## src/rtl/fpx_pkg.sv

```systemverilog
package fpx_pkg;

    typedef enum logic [1:0] {
        XM_PRE  = 2'd0,
        XM_POST = 2'd1,
        XM_FD   = 2'd2,
        XM_EA   = 2'd3
    } xfer_mode_e;

    typedef enum logic [1:0] {
        ST_IDLE  = 2'd0,
        ST_XFER  = 2'd1,
        ST_DONE  = 2'd2,
        ST_FAULT = 2'd3
    } seq_state_e;

endpackage

```

## src/rtl/fpx_decode.sv

```systemverilog
module fpx_decode
    import fpx_pkg::*;
#(
    parameter int ADDR_W    = 32,
    parameter int CNT_W     = 3,
    parameter int OFF_W     = 12,
    parameter int MAX_CNT   = 4,
    parameter int WORDS     = 3,
    parameter int OFF_LIMIT = 1020,
    parameter int PC_REG    = 15
) (
    input  logic              is_load,
    input  logic [1:0]        mode,
    input  logic [CNT_W-1:0]  count,
    input  logic [ADDR_W-1:0] base,
    input  logic [OFF_W-1:0]  offset,
    input  logic              wb_en,
    input  logic [3:0]        base_reg,
    output logic              legal,
    output logic [ADDR_W-1:0] first_addr,
    output logic              wb_do,
    output logic [ADDR_W-1:0] wb_addr
);

    localparam int REG_BYTES = WORDS * 4;
    localparam logic signed [OFF_W-1:0] OFF_MAX = OFF_W'(OFF_LIMIT);

    xfer_mode_e        xm;
    logic [ADDR_W-1:0] blk_bytes;
    logic [ADDR_W-1:0] off_ext;
    logic [ADDR_W-1:0] above;
    logic [ADDR_W-1:0] below;
    logic [ADDR_W-1:0] shifted;
    logic              cnt_ok;
    logic              off_ok;
    logic              off_used;

    assign xm        = xfer_mode_e'(mode);
    assign blk_bytes = ADDR_W'(count) * ADDR_W'(REG_BYTES);
    assign off_ext   = {{(ADDR_W-OFF_W){offset[OFF_W-1]}}, offset};
    assign above     = base + blk_bytes;
    assign below     = base - blk_bytes;
    assign shifted   = base + off_ext;

    assign cnt_ok = (count != '0) && (int'(count) <= MAX_CNT);
    assign off_ok = (offset[1:0] == 2'b00)
                 && ($signed(offset) <= OFF_MAX)
                 && ($signed(offset) >= -OFF_MAX);

    always_comb begin
        first_addr = base;
        wb_addr    = base;
        wb_do      = wb_en;
        off_used   = 1'b0;
        unique case (xm)
            XM_PRE: begin
                first_addr = shifted;
                wb_addr    = shifted;
                off_used   = 1'b1;
            end
            XM_POST: begin
                wb_addr  = shifted;
                wb_do    = 1'b1;
                off_used = 1'b1;
            end
            XM_FD: begin
                if (is_load) begin
                    wb_addr = above;
                end else begin
                    first_addr = below;
                    wb_addr    = below;
                end
            end
            XM_EA: begin
                if (is_load) begin
                    first_addr = below;
                    wb_addr    = below;
                end else begin
                    wb_addr = above;
                end
            end
            default: ;
        endcase
    end

    assign legal = cnt_ok
                && (!off_used || off_ok)
                && !(wb_do && (base_reg == 4'(PC_REG)));

endmodule

```

## src/rtl/fpx_walker.sv

```systemverilog
module fpx_walker #(
    parameter int ADDR_W = 32,
    parameter int CNT_W  = 3,
    parameter int NREG   = 8,
    parameter int WORDS  = 3,
    parameter int MAX_CNT = 4
) (
    input  logic                       clk,
    input  logic                       rst_n,
    input  logic                       load_en,
    input  logic                       step_en,
    input  logic [ADDR_W-1:0]          first_addr,
    input  logic [$clog2(NREG)-1:0]    first_idx,
    input  logic [CNT_W-1:0]           count,
    input  logic                       is_load,
    input  logic                       wb_do,
    input  logic [ADDR_W-1:0]          wb_addr,
    output logic [ADDR_W-1:0]          addr_q,
    output logic [$clog2(NREG)-1:0]    idx_q,
    output logic [$clog2(WORDS)-1:0]   word_q,
    output logic                       last_beat,
    output logic                       store_q,
    output logic                       wb_do_q,
    output logic [ADDR_W-1:0]          wb_addr_q
);

    localparam int IDX_W  = $clog2(NREG);
    localparam int WSEL_W = $clog2(WORDS);
    localparam int BEAT_W = $clog2(MAX_CNT * WORDS + 1);

    logic [BEAT_W-1:0] left_q;
    logic [IDX_W-1:0]  idx_nxt;

    assign last_beat = (left_q == BEAT_W'(1));

    generate
        if ((NREG & (NREG - 1)) == 0) begin : g_pow2_wrap
            assign idx_nxt = idx_q + IDX_W'(1);
        end else begin : g_cmp_wrap
            assign idx_nxt = (idx_q == IDX_W'(NREG - 1)) ? '0 : idx_q + IDX_W'(1);
        end
    endgenerate

    always_ff @(posedge clk or negedge rst_n) begin
        if (!rst_n) begin
            addr_q    <= '0;
            idx_q     <= '0;
            word_q    <= '0;
            left_q    <= '0;
            store_q   <= 1'b0;
            wb_do_q   <= 1'b0;
            wb_addr_q <= '0;
        end else if (load_en) begin
            addr_q    <= first_addr;
            idx_q     <= first_idx;
            word_q    <= '0;
            left_q    <= BEAT_W'(count) * BEAT_W'(WORDS);
            store_q   <= !is_load;
            wb_do_q   <= wb_do;
            wb_addr_q <= wb_addr;
        end else if (step_en) begin
            addr_q <= addr_q + ADDR_W'(4);
            left_q <= left_q - BEAT_W'(1);
            if (word_q == WSEL_W'(WORDS - 1)) begin
                word_q <= '0;
                idx_q  <= idx_nxt;
            end else begin
                word_q <= word_q + WSEL_W'(1);
            end
        end
    end

endmodule

```

## src/rtl/fpx_ctrl.sv

```systemverilog
module fpx_ctrl
    import fpx_pkg::*;
(
    input  logic clk,
    input  logic rst_n,
    input  logic start,
    input  logic legal,
    input  logic last_beat,
    input  logic mem_ready,
    output logic load_en,
    output logic step_en,
    output logic busy,
    output logic beat_valid,
    output logic done,
    output logic illegal
);

    seq_state_e state_q;
    seq_state_e state_d;

    always_ff @(posedge clk or negedge rst_n) begin
        if (!rst_n) begin
            state_q <= ST_IDLE;
        end else begin
            state_q <= state_d;
        end
    end

    always_comb begin
        state_d = state_q;
        unique case (state_q)
            ST_IDLE: begin
                if (start) begin
                    state_d = legal ? ST_XFER : ST_FAULT;
                end
            end
            ST_XFER: begin
                if (mem_ready && last_beat) begin
                    state_d = ST_DONE;
                end
            end
            ST_DONE:  state_d = ST_IDLE;
            ST_FAULT: state_d = ST_IDLE;
            default:  state_d = ST_IDLE;
        endcase
    end

    always_comb begin
        load_en    = 1'b0;
        step_en    = 1'b0;
        busy       = 1'b1;
        beat_valid = 1'b0;
        done       = 1'b0;
        illegal    = 1'b0;
        unique case (state_q)
            ST_IDLE: begin
                busy    = 1'b0;
                load_en = start && legal;
            end
            ST_XFER: begin
                beat_valid = 1'b1;
                step_en    = mem_ready;
            end
            ST_DONE:  done    = 1'b1;
            ST_FAULT: illegal = 1'b1;
            default:  busy    = 1'b0;
        endcase
    end

endmodule

```

## src/rtl/fp_block_xfer_seq.sv

```systemverilog
module fp_block_xfer_seq
    import fpx_pkg::*;
#(
    parameter int ADDR_W    = 32,
    parameter int NREG      = 8,
    parameter int WORDS     = 3,
    parameter int MAX_CNT   = 4,
    parameter int OFF_W     = 12,
    parameter int OFF_LIMIT = 1020,
    parameter int PC_REG    = 15,
    localparam int IDX_W    = $clog2(NREG),
    localparam int CNT_W    = 3,
    localparam int WSEL_W   = $clog2(WORDS)
) (
    input  logic              clk,
    input  logic              rst_n,
    input  logic              start,
    input  logic              is_load,
    input  logic [1:0]        mode,
    input  logic [IDX_W-1:0]  start_idx,
    input  logic [CNT_W-1:0]  count,
    input  logic [ADDR_W-1:0] base,
    input  logic [OFF_W-1:0]  offset,
    input  logic              wb_en,
    input  logic [3:0]        base_reg,
    input  logic              mem_ready,
    output logic              busy,
    output logic              beat_valid,
    output logic              mem_we,
    output logic [IDX_W-1:0]  reg_idx,
    output logic [WSEL_W-1:0] word_sel,
    output logic [ADDR_W-1:0] word_addr,
    output logic              done,
    output logic              illegal,
    output logic              wb_valid,
    output logic [ADDR_W-1:0] wb_value
);

    logic              legal;
    logic [ADDR_W-1:0] first_addr;
    logic              wb_do;
    logic [ADDR_W-1:0] wb_addr;
    logic              load_en;
    logic              step_en;
    logic              last_beat;
    logic              store_q;
    logic              wb_do_q;

    fpx_decode #(
        .ADDR_W(ADDR_W), .CNT_W(CNT_W), .OFF_W(OFF_W), .MAX_CNT(MAX_CNT),
        .WORDS(WORDS), .OFF_LIMIT(OFF_LIMIT), .PC_REG(PC_REG)
    ) i_decode (
        .is_load(is_load), .mode(mode), .count(count), .base(base),
        .offset(offset), .wb_en(wb_en), .base_reg(base_reg),
        .legal(legal), .first_addr(first_addr), .wb_do(wb_do), .wb_addr(wb_addr)
    );

    fpx_walker #(
        .ADDR_W(ADDR_W), .CNT_W(CNT_W), .NREG(NREG), .WORDS(WORDS), .MAX_CNT(MAX_CNT)
    ) i_walker (
        .clk(clk), .rst_n(rst_n), .load_en(load_en), .step_en(step_en),
        .first_addr(first_addr), .first_idx(start_idx), .count(count),
        .is_load(is_load), .wb_do(wb_do), .wb_addr(wb_addr),
        .addr_q(word_addr), .idx_q(reg_idx), .word_q(word_sel),
        .last_beat(last_beat), .store_q(store_q), .wb_do_q(wb_do_q),
        .wb_addr_q(wb_value)
    );

    fpx_ctrl i_ctrl (
        .clk(clk), .rst_n(rst_n), .start(start), .legal(legal),
        .last_beat(last_beat), .mem_ready(mem_ready),
        .load_en(load_en), .step_en(step_en), .busy(busy),
        .beat_valid(beat_valid), .done(done), .illegal(illegal)
    );

    assign mem_we   = beat_valid && store_q;
    assign wb_valid = done && wb_do_q;

endmodule

```

## config.mk

```make
export PLATFORM = sky130hd
export DESIGN_NAME = fp_block_xfer_seq
export DESIGN_NICKNAME = d
export VERILOG_FILES = /design/src/rtl/fpx_pkg.sv /design/src/rtl/fpx_decode.sv /design/src/rtl/fpx_walker.sv /design/src/rtl/fpx_ctrl.sv /design/src/rtl/fp_block_xfer_seq.sv
export SDC_FILE = /design/constraint.sdc
export NUM_CORES = 1
export LEC_CHECK = 0
export BUFFER_PORTS_ARGS = -buffer_cell sky130_fd_sc_hd__buf_2
export CORE_ASPECT_RATIO = 2
export CORE_MARGIN = 5
export CORE_UTILIZATION = 50
export DETAILED_ROUTE_END_ITERATION = 8
export MAX_ROUTING_LAYER = met4
export PLACE_DENSITY_LB_ADDON = 0.1
export SYNTH_ARGS = -nofsm -noshare
export SYNTH_HDL_FRONTEND = slang
export SYNTH_SLANG_ARGS = --single-unit
```

## constraint.sdc

```tcl
create_clock -name clk -period 3 [get_ports clk]
set_clock_uncertainty 0.2 [all_clocks]
set_input_delay 0 -clock clk [delete_from_list [all_inputs] [get_ports clk]]
set_output_delay 0 -clock clk [all_outputs]
set_load 0.01 [all_outputs]
```

## Yosys cells after proc, flatten, opt, wreduce, memory -nomap -nowiden

Cells that the tools add are included.

| storage, ports and cells | value |
|---|---|
| input bits | 62 |
| register bits | 77 |
| output and inout port bits | 75 |

| operators by class | value |
|---|---|
| mux-type cells | 28 |
| equality and inequality tests | 11 |
| add/subtract/negate cells | 7 |
| reduce and logical (&&, ||, !) cells | 24 |
| $mul | 2 |
| $lt $le $gt $ge | 3 |

Operator list:

| kind | count |
|---|---|
| $mux 32 | 6 |
| $pmux 32 s3 | 2 |
| $add 32x3->32 const B | 1 |
| $add 32x32->32 | 1 |
| $add 32x7->32 | 1 |
| $sub 32x7->32 | 1 |
| $ge 12x11->1 const B | 1 |
| $le 12x11->1 const B | 1 |
| $mux 2 | 6 |
| $eq 2x2->1 const B | 5 |
| $logic_and 1x1->1 | 10 |
| $mux 3 | 3 |
| $mux 1 | 8 |
| $mux 4 | 2 |
| $logic_not 2->1 | 3 |
| $pmux 2 s3 | 1 |
| $mul 3x2->5 const B | 1 |
| $eq 2x1->1 const B | 2 |
| $eq 4x1->1 const B | 1 |
| $eq 4x4->1 const B | 1 |
| $mul 3x2->4 const B | 1 |
| $reduce_and 2->1 | 2 |
| $reduce_bool 2->1 | 2 |
| $reduce_or 2->1 | 2 |
| 9 further kinds | 11 |

## Depth between registers and ports, before layout

Gate-level depths: netlist of the first run.

| depth | value |
|---|---|
| word-level depth | 11 |
| mapped depth | 15 |

## Modules after synthesis

From an unflattened synthesis of the first run, not the netlist that was laid out.

| unflattened totals | value |
|---|---|
| cell total of the unflattened synthesis | 1069 |
| area, all modules | 8374.3 µm² |

Modules (own cells, without submodules):

| module | instances | area each (µm²) | cells an instance | seq. area each (µm²) |
|---|---|---|---|---|
| fpx_decode | 1 | 4645.7 | 723 | 0.0 |
| fpx_walker | 1 | 3588.4 | 331 | 1876.8 |
| fpx_ctrl | 1 | 127.6 | 13 | 50.0 |
| fp_block_xfer_seq | 1 | 12.5 | 2 | 0.0 |

## Worst setup path before layout of the first run

OpenSTA, ideal clock, no wires.

| timing | value |
|---|---|
| kind | input to register |
| from | in count[0] |
| to | reg i_walker.wb_addr_q[24] |
| library setup time | 0.091 ns |
| stages on the path | 14 |
| slack | -0.193 ns |
| arrival | 2.902 ns |
| required time | 2.709 ns |
| cells stage by stage | ha_1 -> inv_1 -> fa_1 -> xor2_1 -> inv_1 -> ha_1 -> nor3_1 -> o311ai_2 -> and4_1 -> buf_2 -> nand2_1 -> o41ai_1 -> mux2_2 -> o221ai_1 |

| on the way | value |
|---|---|
| word-level cells in the longest chain between the ends | 6 |

RTL lines:

| element | RTL line | source |
|---|---|---|
| start, declared | fp_block_xfer_seq.sv:21 | `input logic [CNT_W-1:0] count,` |
| branches (longest 6 deep; another with $add 32x7->32) | - |  |
| end signal, assigned | fpx_walker.sv:60 | `wb_addr_q <= wb_addr;` |
| end, declared | fpx_walker.sv:24 | `output logic [ADDR_W-1:0] wb_addr_q` |

Parallel ways; which one is timed is not known.
A chain may end at the register's enable or synchronous reset.

## Worst setup path in the final report of the first run

| timing | value |
|---|---|
| from | in mode[1] |
| to | reg i_walker.addr_q[23] |

| on the way | value |
|---|---|
| word-level cells in the longest chain between the ends | 10 |

RTL lines:

| element | RTL line | source |
|---|---|---|
| start, declared | fp_block_xfer_seq.sv:19 | `input logic [1:0] mode,` |
| $eq 2x1->1 / $logic_not 2->1 (equally long branches) | fpx_decode.sv:55 | `unique case (xm)` |
| $reduce_or 2->1 (no source line) | - |  |
| $mux 1 | fpx_decode.sv:55 |  |
| $logic_not 1->1 | fpx_decode.sv:87 | `&& (!off_used \|\| off_ok)` |
| $logic_or 1x1->1 | fpx_decode.sv:87 |  |
| $logic_and 1x1->1 | fpx_decode.sv:87 |  |
| $logic_and 1x1->1 | fpx_decode.sv:88 | `&& !(wb_do && (base_reg == 4'(PC_REG)));` |
| $logic_and 1x1->1 | fpx_ctrl.sv:58 | `load_en = start && legal;` |
| $mux 1 | fpx_ctrl.sv:55 | `unique case (state_q)` |
| $mux 32 / $reduce_bool 2->1 (equally long branches) | - |  |
| end signal, assigned | fpx_walker.sv:54 | `addr_q <= first_addr;` |
| end signal, assigned | fpx_walker.sv:62 | `addr_q <= addr_q + ADDR_W'(4);` |
| end, declared | fpx_walker.sv:18 | `output logic [ADDR_W-1:0] addr_q,` |

Several ways; a longest one is shown, not always the timed one.

==> results of run 1 <==
registers in the layout (all words and copies together) (netlist names):
name / cells
i_walker.store_q: 1
i_walker.left_q: 4
i_walker.wb_do_q: 1
i_ctrl.state_q: 2
i_walker.addr_q: 32
i_walker.idx_q: 3
i_walker.word_q: 2
i_walker.wb_addr_q: 32
layer usage:
metal	vias up	routed length [µm]
met1	5256	12800
li1	5046	-
met4	0	5140
met5	-	0
met3	235	2130
met2	503	21800
cell usage after synthesis, types with 7 or more instances:
cell      count  share of area
nand2b_1      7         0.0048
nand3_1      44          0.024
nor2b_1      12         0.0083
buf_1        12         0.0050
xnor2_1      51          0.049
o31ai_1      16          0.013
xor2_1       34          0.033
buf_2        12         0.0066
o21ai_0      95          0.052
clkbuf_1     52          0.021
nor3_1       35          0.019
a211oi_1      9         0.0074
nand4_1      24          0.017
dfrtp_1      77           0.21
inv_1        42          0.017
and4_1        9         0.0087
and3_1       12         0.0083
a21o_1       13          0.011
ha_1         50          0.069
nor4_1       15          0.010
and2_1       10         0.0069
a31oi_1      18          0.012
o22ai_1      19          0.013
a21oi_1      91          0.050
o221ai_1     15          0.014
or3_1        19          0.013
nor2_1      112          0.046
o211ai_1     11         0.0091
nand2_1     143          0.059
mux2i_1      16          0.018
o21a_1        9         0.0074
stage by stage:
step           power, mW  hold slack, ns  area (µm²)  setup slack (ns)
6_report            6.97          0.0221       11900            0.0448
5_1_grt             7.34          0.0408       11900           -0.0154
4_1_cts             6.87         0.00199       11700            0.0246
3_5_place_dp        5.51         -0.0115       11100            -0.300
3_3_place_gp        5.46         -0.0296       11100            -0.322
2_1_floorplan       3.82          -0.496        9190           -0.0233
power by group through the flow:
stage / Clock (mW) / Combinational, mW / Sequential (mW)
finish: 1.32 / 3.61 / 2.05
global route: 1.37 / 3.87 / 2.10
floorplan: 0 / 1.69 / 2.13
detailed placement: 0 / 3.46 / 2.05
CTS: 1.32 / 3.51 / 2.04
global placement: 0 / 3.41 / 2.05
worst max-delay path, cell delays in order:
cell	delay, ns
dlygate4sd3_1	0.53
buf_2	0.15
nor2b_2	0.38
nor2_1	0.11
o21ai_0	0.34
buf_4	0.19
a2111oi_2	0.06
buf_4	0.23
buf_12	0.19
nor2_1	0.50
a41oi_2	0.10
buf_4	0.20
what timing repair did:
| action | CTS | global route |
|---|---|---|
| hold endpoints to repair | 83 | 0 |
| hold buffers | 19 | 0 |
| gates resized for setup | 0 | 45 |
| buffers inserted | 0 | 1 |
| setup endpoints to repair | 0 | 33 |
cell usage in the layout (no fill, tap or decap), types with 11 or more instances in the layout:
| master | Yosys | layout |
|---|---|---|
| nand4_1 | 24 | 24 |
| ha_1 | 50 | 45 |
| a21o_1 | 13 | 13 |
| dlygate4sd3_1 | 0 | 19 |
| o22ai_1 | 19 | 18 |
| nand2_1 | 143 | 142 |
| xor2_1 | 34 | 31 |
| o31ai_1 | 16 | 15 |
| a31oi_1 | 18 | 18 |
| nor3_1 | 35 | 32 |
| mux2i_1 | 16 | 16 |
| inv_1 | 42 | 39 |
| o21ai_0 | 95 | 89 |
| a21oi_1 | 91 | 89 |
| o211ai_1 | 11 | 11 |
| buf_2 | 12 | 134 |
| or3_1 | 19 | 19 |
| nor4_1 | 15 | 12 |
| nand3_1 | 44 | 42 |
| and3_1 | 12 | 12 |
| xnor2_1 | 51 | 50 |
| dfrtp_1 | 77 | 77 |
| nor2_1 | 112 | 111 |
| buf_4 | 1 | 170 |
| o221ai_1 | 15 | 14 |
final cells by class:
type	instances	area, µm²	area share
repair buffers	329	2240	0.189
multi-input cells	1024	6910	0.583
clock inverters	6	113	0.00950
inverters	44	165	0.0139
diodes	1	2.50	0.000211
well taps	213	267	0.0225
flip-flops and latches	77	1930	0.163
clock buffers	9	225	0.0190
path summary, 6_finish.rpt:
check / startpoint / to / slack, ns / cells after the start
worst min-delay path: base[24] / i_walker.wb_addr_q[24] / 0.02 / 4
max in group asynchronous: rst_n / i_walker.wb_addr_q[28] / 1.80 / 3
worst max register to register: i_ctrl.state_q[1] / i_walker.addr_q[23] / 0.20 / 9
worst min register to register: i_walker.wb_do_q / i_walker.wb_do_q / 0.27 / 2
worst max-delay path: mode[1] / i_walker.addr_q[23] / 0.04 / 12
min in group asynchronous: rst_n / i_walker.addr_q[0] / 0.14 / 2
logic make-up (layout without fill, tap and decap cells):
logic type                 Yosys count  after routing  share of synthesized area
adders and majority gates           54             54                     0.0776
AOI/OAI and AO/OA                  386            386                      0.283
buffers and inverters              127            388                     0.0587
other                                0              1                          0
xor gates and xnor gates            85             85                     0.0818
muxes                               22             22                     0.0250
DFF                                 77             77                      0.212
and+or+nand+nor                    477            477                      0.262
==> reports/summary.txt, run 1 <==
Status - completed
Final setup TNS - 0 ns
Critical path launch point type - input port
Slew headroom - 0.238
Inserted Clock Buffers - 9
Sw Ratio - 0.442
Die Span X - 105 µm
Setup crit end kind - flop
DR vias/cell - 6.48
Layout area overhead - 30.2%
H-tree lvl count - 3
CTS tree - built
Maximum VDD drop - 575 µV
Worst EP arrival - 3.00 ns
RD Place Congestion - 1.03
Filler instances - 1689
Total clock sinks - 77
Initial Util - 0.509
Reg power frac - 0.294
Antenna Violating Nets Remaining - 0
Netlist cell types - 89
Clk pwr share - 0.189
Power Density - 588 nW/µm²
Part of the Yosys area used for sequential elements - 0.212
Placed Cells - 1668
Met3 Use GR - 0.0589
Logic pwr share - 0.517
Syn avg cell area - 7.41 µm²
Total global routing overflow - 0
Max-cap violations - 0
Main flop type after synthesis - dfrtp_1
Hold Crit Class - in2reg
Standard-cell rows - 69
CP Max Fanout - 22
P_int - 3.89 mW
Post-layout min period - 2.96 ns
Most utilized layer in the global route result - met2
Die footprint - 21200 µm²
Met2 Use GR - 0.703
Fraction of registers with async set/reset - 1.00
Largest net degree at the start of global routing - 76
Final Hold Fails - 0
Fin util - 0.663
Post-synth EDFFs - 0
Number of synthesized register bits - 77
Post-Synthesis Cell Area - 9100 µm²
Worst-path clk slew - 0.07 ns
Core area - 17900 µm²
LEAKAGE - 5.19 nW
Routed WL per cell - 24.6 µm
Post-synthesis net count - 1344
Final net count - 1601
GRT Overall Usage - 0.398
Drt drc - 0
Router iterations before antenna repair - 6
# setup viols final - 0
Met1 GRT Util - 0.349
Least-Margin Pin Slew - 1.14 ns
Global-route wire length before repair - 62400 µm
Placed wire-length estimate - 32700 µm
DR vias - 11000
Synth Instances - 1228
Syn. warnings - 0
CTS max path bufs - 2
Number of buffers added on ports - 136
Fmax - 338 MHz
Critical path required time - 3.04 ns
Die Ht - 201 µm
DRT iter0 DRCs - 774
Worst-Skew Late Latency - 0.35 ns
Root buffer cell - clkbuf_16
Vias in the first global route - 11000
NetSw - 3.08 mW
DRT Wirelength - 41900 µm
I/O pin count - 137
Final number of max-transition violations - 0
Post-route insts no fill - 1703
Antenna violations before repair - 2
Final period utilization - 0.985
Layout cells sized above 1 - 0.271
Crit path kind - in2reg
Note: power is estimated with default switching activity, not from simulation.
==> run 2, diff against run 1 <==
CORE_MARGIN = default   (was 5)
==> reports/summary.txt, run 2 (same netlist as run 1, synthesis figures left out) <==
Status - completed
Critical path required time - 3.08 ns
DRT iter0 DRCs - 894
Total clock sinks - 77
Root buffer cell - clkbuf_16
RSZ-0062 raised after global routing - yes
Initial Util - 0.512
Antenna Violating Nets Remaining - 0
Setup ws final - 0.0642 ns
DRT Wirelength - 41900 µm
Vias in the first global route - 11100
Placed wire-length estimate - 32200 µm
Critical path launch point type - input port
# setup viols final - 0
Post-Place Setup Slack - -0.386 ns
Final net count - 1633
CTS tree - built
Final setup TNS - 0 ns
Final number of max-transition violations - 0
LEAKAGE - 5.36 nW
Least-Margin Pin Slew - 1.01 ns
Total global routing overflow - 0
Post-layout min period - 2.94 ns
DR vias/cell - 6.51
H-tree lvl count - 3
Number of buffers added on ports - 136
RD Place Congestion - 1.09
Number of antenna diodes - 0
Core area - 17800 µm²
Maximum VDD drop - 516 µV
DR vias - 11300
Final period utilization - 0.979
Antenna violations before repair - 0
Most common cell after layout, fill and taps aside - buf_4
Die Ht - 193 µm
Inserted Clock Buffers - 9
Worst-Skew Late Latency - 0.35 ns
Layout area overhead - 33.5%
Fmax - 341 MHz
Most frequent cells in the layout - buf_4 (208), nand2_1 (143), buf_2 (132)
Router iterations before antenna repair - 6
CP Max Fanout - 5
Slew headroom - 0.325
Layout cells sized above 1 - 0.292
Drt drc - 0
Setup crit end kind - flop
GRT Overall Usage - 0.463
Die footprint - 18800 µm²
Crit path kind - in2reg
Power Density - 571 nW/µm²
Max-cap violations - 0
I/O pin count - 137
Hold path depth - 4
Hold Crit Class - in2reg
Largest registers - i_walker.addr_q x32, i_walker.wb_addr_q x32, i_walker.left_q x4
Worst EP arrival - 3.01 ns
R2r worst-path depth - 9
Final Hold Fails - 0
Die Span X - 97.4 µm
Standard-cell rows - 69
Worst-path clk slew - 0.07 ns
Largest net degree at the start of global routing - 55
Routed WL per cell - 24.2 µm
CTS max path bufs - 2
Global-route wire length before repair - 63400 µm
[run 2: changes by cell type in the layout (fill, tap and decap cells not counted), moves of 2 or more]
cell | before | now
a22oi_2 | 1 | 3
nand3_1 | 42 | 44
buf_12 | 4 | 2
o32ai_1 | 4 | 2
a22oi_1 | 5 | 3
dlygate4sd3_1 | 19 | 15
o32ai_4 | 1 | 3
nand3_2 | 2 | 0
buf_4 | 170 | 208
buf_2 | 134 | 132
[run 2: worst paths after layout]
path,start,slack [ns],endpoint
min in group asynchronous,rst_n,0.06,i_walker.wb_addr_q[15]
max in group asynchronous,rst_n,1.78,i_walker.addr_q[7]
min,base[18],0.03,i_walker.addr_q[18]
min reg2reg,i_walker.wb_addr_q[2],0.27,i_walker.wb_addr_q[2]
max reg2reg,i_walker.addr_q[2],0.22,i_walker.addr_q[22]
max,count[0],0.06,i_walker.wb_addr_q[14]
[run 2: repair_timing]
action | 4_1_cts | 5_1_grt
gates resized for setup | 2 | 57
endpoints found under the setup margin | 3 | 37
buffers inserted | 0 | 7
hold buffers | 16 | 0
pin swaps | 0 | 22
hold endpoints to repair | 68 | 0
[run 2: final cells by class]
cell class / instances / area, µm²
clock inverter: 6 / 96.3
sequential: 77 / 1930
timing repair buffer: 361 / 2460
clock buffer: 10 / 229
tap: 213 / 267
inverter: 44 / 165
multi-input combinational: 1024 / 7010
fill: 1619 / 5640
[run 2: stage by stage]
step	std cells	utilization	hold WS [ns]	area (µm²)	total power, mW
finish	1735	0.683	0.0347	12100	6.93
CTS	1729	0.665	0.00794	11800	6.78
global route	1735	0.683	0.0637	12100	7.35
global placement	1697	0.637	-0.0927	11300	5.45
detailed placement	1697	0.637	-0.0898	11300	5.50
floorplan	1228	-	-0.496	9190	3.82
[run 2: power breakdown]
group	total, mW	leakage [nW]	internal [mW]	switching, mW
registers	2.04	0.929	1.53	0.509
clock network	1.23	0.155	0.739	0.493
logic	3.66	4.28	1.58	2.07
[run 2: per-layer routing]
| layer | GRT usage | wire, µm | vias up |
|---|---|---|---|
| met5 | - | 0 | - |
| met4 | 0.493 | 5670 | 0 |
| met3 | 0.0927 | 2930 | 303 |
| met2 | 0.789 | 20900 | 624 |
| met1 | 0.409 | 12400 | 5270 |
| li1 | - | - | 5102 |
[run 2: critical path: stages]
cell and delay [ns]:
buf_4 0.10, ha_4 0.13, inv_2 0.03, fa_2 0.55
inv_1 0.08, ha_4 0.31, nor3_4 0.07, o311ai_4 0.36
buf_4 0.18, nand2_1 0.05, or4_1 0.51, o22ai_1 0.19
xor2_1 0.24, a21oi_2 0.11, nor2_1 0.11
